--- config.mk ---
export PLATFORM = sky130hd
export DESIGN_NAME = card_win_xlat
export DESIGN_NICKNAME = d
export VERILOG_FILES = /design/src/rtl/cwx_pkg.sv /design/src/rtl/cwx_window.sv /design/src/rtl/cwx_first_hit.sv /design/src/rtl/card_win_xlat.sv
export SDC_FILE = /design/constraint.sdc
export NUM_CORES = 1
export LEC_CHECK = 0
export BUFFER_PORTS_ARGS = -buffer_cell sky130_fd_sc_hd__buf_2
export CORE_ASPECT_RATIO = 1.75
export CORE_MARGIN = 2
export CORE_UTILIZATION = 50
export DETAILED_ROUTE_END_ITERATION = 12
export PLACE_DENSITY = 0.83
export SLEW_MARGIN = 20
export SYNTH_ARGS = -nofsm -noshare
export SYNTH_HDL_FRONTEND = slang
export SYNTH_SLANG_ARGS = --single-unit
--- constraint.sdc ---
create_clock -name vclk -period 7
set_input_delay 1.75 -clock vclk [all_inputs]
set_output_delay 1.75 -clock vclk [all_outputs]
set_load 0.05 [all_outputs]
--- src/rtl/cwx_pkg.sv ---
package cwx_pkg;
    localparam int IO_NWIN  = 2;
    localparam int MEM_NWIN = 5;
    localparam int IO_AW    = 16;
    localparam int MEM_AW   = 24;
    localparam int CARD_AW  = 26;
    localparam int PAGE_LSB = 12;

    // Which space, if any, supplies the result of the current cycle
    typedef enum logic [1:0] {
        SEL_NONE = 2'd0,
        SEL_IO   = 2'd1,
        SEL_MEM  = 2'd2
    } sel_e;
endpackage

--- src/rtl/cwx_window.sv ---
// One window: inclusive range compare plus offset adder.
module cwx_window #(
    parameter int AW = 16,
    parameter int CW = 16
) (
    input  logic          en,
    input  logic [AW-1:0] addr,
    input  logic [AW-1:0] lo,
    input  logic [AW-1:0] hi,
    input  logic [CW-1:0] off,
    output logic          match,
    output logic [CW-1:0] xlat
);
    always_comb begin
        // An inverted range (hi < lo) can never satisfy both bounds
        match = en && (addr >= lo) && (addr <= hi);
        xlat  = CW'(addr) + off;
    end
endmodule

--- src/rtl/cwx_first_hit.sv ---
// Lowest-index-wins selector over N candidate windows.
module cwx_first_hit #(
    parameter int N  = 2,
    parameter int W  = 16,
    parameter int IW = 3
) (
    input  logic [N-1:0]   req,
    input  logic [N*W-1:0] data,
    output logic           any,
    output logic [IW-1:0]  idx,
    output logic [W-1:0]   sel
);
    always_comb begin
        any = 1'b0;
        idx = '0;
        sel = '0;
        for (int i = N - 1; i >= 0; i--) begin
            if (req[i]) begin
                any = 1'b1;
                idx = IW'(i);
                sel = data[i*W +: W];
            end
        end
    end
endmodule

--- src/rtl/card_win_xlat.sv ---
module card_win_xlat
    import cwx_pkg::*;
#(
    parameter int IO_N   = IO_NWIN,
    parameter int MEM_N  = MEM_NWIN,
    parameter int IOW    = IO_AW,
    parameter int MAW    = MEM_AW,
    parameter int CAW    = CARD_AW,
    parameter int PLSB   = PAGE_LSB,
    localparam int HPG_W = MAW - PLSB,
    localparam int CPG_W = CAW - PLSB,
    localparam int NMAX  = (IO_N > MEM_N) ? IO_N : MEM_N,
    localparam int IDX_W = (NMAX > 1) ? $clog2(NMAX) : 1
) (
    input  logic                   cyc_valid,
    input  logic                   cyc_is_mem,
    input  logic [MAW-1:0]         host_addr,
    input  logic [IO_N-1:0]        io_en,
    input  logic [IO_N*IOW-1:0]    io_start,
    input  logic [IO_N*IOW-1:0]    io_stop,
    input  logic [IO_N*IOW-1:0]    io_offset,
    input  logic [MEM_N-1:0]       mem_en,
    input  logic [MEM_N*HPG_W-1:0] mem_start,
    input  logic [MEM_N*HPG_W-1:0] mem_stop,
    input  logic [MEM_N*CPG_W-1:0] mem_offset,
    output logic                   hit,
    output logic [IDX_W-1:0]       win_idx,
    output logic [CAW-1:0]         card_addr
);
    logic [IO_N-1:0]        io_match;
    logic [IO_N*IOW-1:0]    io_xlat;
    logic [MEM_N-1:0]       mem_match;
    logic [MEM_N*CPG_W-1:0] mem_xlat;

    logic                   io_any,  mem_any;
    logic [IDX_W-1:0]       io_idx,  mem_idx;
    logic [IOW-1:0]         io_sel;
    logic [CPG_W-1:0]       mem_sel;
    sel_e                   sel;

    logic [IOW-1:0]   io_addr;
    logic [HPG_W-1:0] mem_page;
    assign io_addr  = host_addr[IOW-1:0];
    assign mem_page = host_addr[MAW-1:PLSB];

    for (genvar g = 0; g < IO_N; g++) begin : g_io
        cwx_window #(.AW(IOW), .CW(IOW)) win_i (
            .en    (io_en[g]),
            .addr  (io_addr),
            .lo    (io_start[g*IOW +: IOW]),
            .hi    (io_stop[g*IOW +: IOW]),
            .off   (io_offset[g*IOW +: IOW]),
            .match (io_match[g]),
            .xlat  (io_xlat[g*IOW +: IOW])
        );
    end

    for (genvar g = 0; g < MEM_N; g++) begin : g_mem
        cwx_window #(.AW(HPG_W), .CW(CPG_W)) win_i (
            .en    (mem_en[g]),
            .addr  (mem_page),
            .lo    (mem_start[g*HPG_W +: HPG_W]),
            .hi    (mem_stop[g*HPG_W +: HPG_W]),
            .off   (mem_offset[g*CPG_W +: CPG_W]),
            .match (mem_match[g]),
            .xlat  (mem_xlat[g*CPG_W +: CPG_W])
        );
    end

    cwx_first_hit #(.N(IO_N), .W(IOW), .IW(IDX_W)) io_pick_i (
        .req  (io_match),
        .data (io_xlat),
        .any  (io_any),
        .idx  (io_idx),
        .sel  (io_sel)
    );

    cwx_first_hit #(.N(MEM_N), .W(CPG_W), .IW(IDX_W)) mem_pick_i (
        .req  (mem_match),
        .data (mem_xlat),
        .any  (mem_any),
        .idx  (mem_idx),
        .sel  (mem_sel)
    );

    // Space selection: only the windows of the cycle's own space count
    always_comb begin
        sel = SEL_NONE;
        if (cyc_valid) begin
            if (cyc_is_mem) begin
                if (mem_any) sel = SEL_MEM;
            end else begin
                if (io_any) sel = SEL_IO;
            end
        end
    end

    always_comb begin
        hit       = 1'b0;
        win_idx   = '0;
        card_addr = '0;
        unique case (sel)
            SEL_NONE: ;
            SEL_IO: begin
                hit       = 1'b1;
                win_idx   = io_idx;
                card_addr = CAW'(io_sel);
            end
            SEL_MEM: begin
                hit       = 1'b1;
                win_idx   = mem_idx;
                card_addr = {mem_sel, host_addr[PLSB-1:0]};
            end
            default: ;
        endcase
    end
endmodule

==> Yosys cells after proc, flatten, opt, wreduce, memory -nomap -nowiden <==
Cells that the tools add are included.
W data, S select, Z words.
{ "totals": {"reg_bits": 0, "input_bits": 319, "out_inout_bits": 30, "elab_cells": 66} }
{ "op_classes": {"n_addsub": 7, "n_lt_le_gt_ge": 14, "eq_ne": 2, "muxes": 28, "n_reduce_logical": 15} }
{ "ops": {"columns": ["op", "n"], "rows": [
  ["$add A12 B14 Y14", 5],
  ["$mux W14", 5],
  ["$ge A12 B12 Y1", 5],
  ["$le A12 B12 Y1", 5],
  ["$pmux W26 S2", 1],
  ["$add A16 B16 Y16", 2],
  ["$ge A16 B16 Y1", 2],
  ["$le A16 B16 Y1", 2],
  ["$mux W16", 2],
  ["$mux W3", 5],
  ["$logic_and A1 B1 Y1", 14],
  ["$mux W1", 11],
  ["$mux W2", 3],
  ["$pmux W3 S2", 1],
  ["$eq A2 B1 Y1 const B", 1],
  ["$eq A2 B2 Y1 const B", 1],
  ["$reduce_or A2 Y1", 1]
]} }

==> Logic depth before layout (Yosys ltp) <==
{ "logic_depth": {"word_depth": 14, "depth_mapped": 17, "mapped_depth_nobuf": 17} }

==> Modules after synthesis <==
A second synthesis with hierarchy kept.
{ "hier_totals": {"hier_cells": 1421, "hier_area_um2": 10259.8} }
{ "modules_own_cells": {"columns": ["module", "n_inst", "cells_per_inst", "area_each_um2", "seq_area_each_um2"], "rows": [
  ["cwx_window at g_mem[0].win_i ...", 5, 170, 1224.9, 0.0],
  ["cwx_window at g_io[0].win_i ...", 2, 194, 1475.2, 0.0],
  ["cwx_first_hit at mem_pick_i", 1, 92, 504.2, 0.0],
  ["card_win_xlat", 1, 63, 449.2, 0.0],
  ["cwx_first_hit at io_pick_i", 1, 28, 231.5, 0.0]
]} }

==> Worst setup path before layout <==
No wires, ideal clock.
{ "synth_timing": {"path_type": "in2out", "from": "in host_addr[12]", "to": "out card_addr[17]", "arrival_ps": 5729, "required_ps": 5250, "setup_slack_ps": -479, "path_stages": 15, "n_path_buf": 0, "cell_sequence": "inv_1 -> ha_1 -> nand2b_1 -> a2111oi_0 -> nor4_1 -> a211o_1 -> and2_1 -> nor2_1 -> inv_1 -> o311ai_1 -> inv_1 -> ha_1 -> nor2b_1 -> nand2_1 -> o32ai_1"} }
{ "synth_between": {"elab_chain_cells": 13, "elab_cells_between_ends": 52, "classes_between": "add/sub: 5; order compare: 14; eq/ne: 2; mux: 17; reduce/logical: 14"} }
{ "synth_rtl": {"columns": ["item", "line", "rtl"], "rows": [
  ["from (decl)", "card_win_xlat.sv:17", "input logic [MAW-1:0] host_addr,"],
  ["$ge A12 B12 Y1", "cwx_window.sv:16", "match = en && (addr >= lo) && (addr <= hi);"],
  ["$logic_and A1 B1 Y1 (2 in a row)", "cwx_window.sv:16", null],
  ["$mux W1 (5 in a row)", "cwx_first_hit.sv:18", "if (req[i]) begin"],
  ["$mux W2", "card_win_xlat.sv:91", "if (mem_any) sel = SEL_MEM;"],
  ["$mux W2", "card_win_xlat.sv:90", "if (cyc_is_mem) begin"],
  ["$mux W2", "card_win_xlat.sv:89", "if (cyc_valid) begin"],
  ["$eq A2 B2 Y1 / $eq A2 B1 Y1 (equally long branches)", "card_win_xlat.sv:102", "unique case (sel)"],
  ["$pmux W26 S2 (*)", "card_win_xlat.sv:102", null],
  ["to (decl)", "card_win_xlat.sv:28", "output logic [CAW-1:0] card_addr"]
]} }
Mark *: on every way between the ends. The rest lies on a longest branch, timed or not.

==> Worst setup path in the final report <==
{ "layout_timing": {"from": "in host_addr[15]", "to": "out card_addr[0]"} }
Same word-level chain as after synthesis.

==> impl_metrics.yaml <==
worst_hold_path:
  min-delay-start: "host_addr[8]"
  hp-class: "in -> out"
final_layout:
  fin_util: 0.690
  fin_nets: 2306
  nClkBuffers: 0
  regArea_sq_um: 0
  design.seq.count: 0
  area.growth.synth_to_final_pct: 34.8
  stdcell_count: 1938
  drive_gt1_frac: 0.296
timing:
  hold_viol: 0
  setup-tns-final_ns: 0
  tightestPinTransition_ns: 0.670
  rsz0062_at_grt: "yes"
  fin_ws_ns: 0.0755
  fin_crit_ns: 6.92
  timing.fmax_mhz: 144
  fin_hold_ws_ns: 4.09
  maxSlewHeadroom: 0.550
  setup_viol: 0
  fin_crit_sh: 0.989
  final_max_slew_viol_count: 0
grt:
  track_usage: 0.359
  grt_overflow: 0
  antenna_found_initial: 2
  grt_pass1_wl_um: 56200
  first_global_vias: 11800
  grt_max_degree: 14
setup_path:
  cp_slowest_stage_delay_ns: 0.36
  startpoint: "host_addr[15]"
  path_cells: "buf_2 > buf_4 > ha_1 > a21oi_1 > a21oi_1 > o31ai_1 > and2_4 > nor2_2 > inv_1 > o311ai_2 > buf_4 > buf_4 > buf_4 > ha_1 > and2_1 > buf_12 > a222oi_1 > nor2_1 > buf_2"
  startpoint_type: "primary input"
  path_class: "in -> out"
  cp_slowest_cell: "o31ai_1"
  crit_required_ns: 5.25
  end_kind: "primary output"
  crit_arrival_ns: 5.17
  cp_max_fo: 9
  cpMostUsedCell: "buf_4"
logic_synthesis:
  synth.most_common_cell: "ha_1"
  synth_nets: 1868
  seq_area_frac_synth: 0
  synthDistinctLibCells: 74
  synthTopCellsByArea: "ha_1 (37%), inv_1 (7.8%), a21oi_1 (5.9%)"
  synth_commonest_cells: "ha_1 (276), inv_1 (194), a21oi_1 (109), nand2_1 (69), nor2_1 (64)"
  syn_area_sq_um: 9280
  syn_inst: 1266
  synth_top_area_frac: 0.372
  syn_area_per_cell_sq_um: 7.33
  synth_top_area_cell: "ha_1"
  yosys_warnings: 0
placed_design:
  dpl_worst_slack_ns: -0.302
  hpwl_um: 32000
  gp_congestion: 0.998
  place_inst: 1933
  port_buffers: 349
detailed_routing:
  firstDrtPassIters: 7
  wl_met3_um: 2380
  met2WireLength_um: 18300
  viasPerCell: 5.96
  routed_wirelength_um: 36600
  final_antenna_net_count: 0
  met1_length_um: 12300
  via_count: 11500
  drc: 0
  highest_layer: "met4"
  routedWlPerCell_um: 18.9
  drtIter0Drc: 615
floorplan:
  die_w_um: 107
  die_h_um: 184
  ioPinCount: 349
  rows: 65
  core_sq_um: 18100
  dieArea_sq_um: 19700
  start_util: 0.512
power:
  peakVddDrop_v: 0.0000465
  power_leakage_nw: 6.97
  power_density_nw_per_um2: 73.9
clock_tree:
  hold_buffers: 0
run_status:
  status: "complete, no violations"
flow_run:
  maxCapViolations: 0
-- final cells by class --
cell class,count,area (sq um)
multi-input combinational,1059,8710
fill,1530,5630
timing repair buffer,449,2770
inverter,194,731
tap,234,293
antenna,2,5.00
-- cells by family after synthesis --
group / after synthesis / synth area share
compound gates: 387 / 0.282
xor+xnor: 80 / 0.0763
mux: 6 / 0.00647
fa+ha+maj: 283 / 0.387
buf+inv: 207 / 0.0859
simple gates: 303 / 0.162
-- cell usage in the layout (no fill, tap or decap), types with 9 or more instances in the layout --
master    synthesis  layout
buf_2             4     327
ha_1            276     272
inv_1           194     193
a21oi_1         109     106
buf_4             4      95
nand2_1          69      67
nor2_1           64      61
o21ai_0          61      59
a21o_1           47      47
xor2_1           40      40
xnor2_1          39      39
nand3_1          38      38
nor3_1           35      32
nand4_1          28      28
o21a_1           20      20
o211ai_1         17      17
a211oi_1         18      16
nor2b_1          18      16
buf_12            0      16
a31oi_1          12      11
nand2b_1         11      11
o21bai_1          9       9
-- stage by stage --
stage / area [sq um] / total power, W
3_5_place_dp: 12200 / 0.000883
6_report: 12500 / 0.000924
5_1_grt: 12500 / 0.00102
3_3_place_gp: 12200 / 0.000862
4_1_cts: 12300 / 0.000896
2_1_floorplan: 9310 / 0.000545
-- layer usage --
layer / vias to the layer above / global-route usage
met1: 5234 / 0.339
met3: 209 / 0.0509
met4: 0 / 0.291
met5: - / 0
li1: 5545 / -
met2: 556 / 0.674
-- repair_timing --
action | 4_1_cts | 5_1_grt
endpoints found under the setup margin | 21 | 27
setup buffers | 2 | 1
pin swaps | 2 | 5
resized for setup | 15 | 43
-- final timing paths --
check             cells past startpoint  slack [ns]      endpoint
setup / recovery                     19        0.08  card_addr[0]
hold / removal                        5        4.09  card_addr[8]
-- worst max-delay path, delay by kind of cell --
family                     cells  cell delay, ns
adders and majority gates      2            0.48
AOI/OAI and AO/OA              5            0.99
buffers and inverters          8            1.38
and+or+nand+nor                4            0.54
-- power by group --
| group | total (W) | switching (W) | internal, W |
|---|---|---|---|
| Sequential | 0 | 0 | 0 |
| Combinational | 0.000924 | 0.000508 | 0.000417 |
| Clock | 0.0000000000384 | 0 | 0.0000000000384 |
| Total | 0.000924 | 0.000508 | 0.000417 |
No activity file was read; power rests on OpenSTA's default activity.
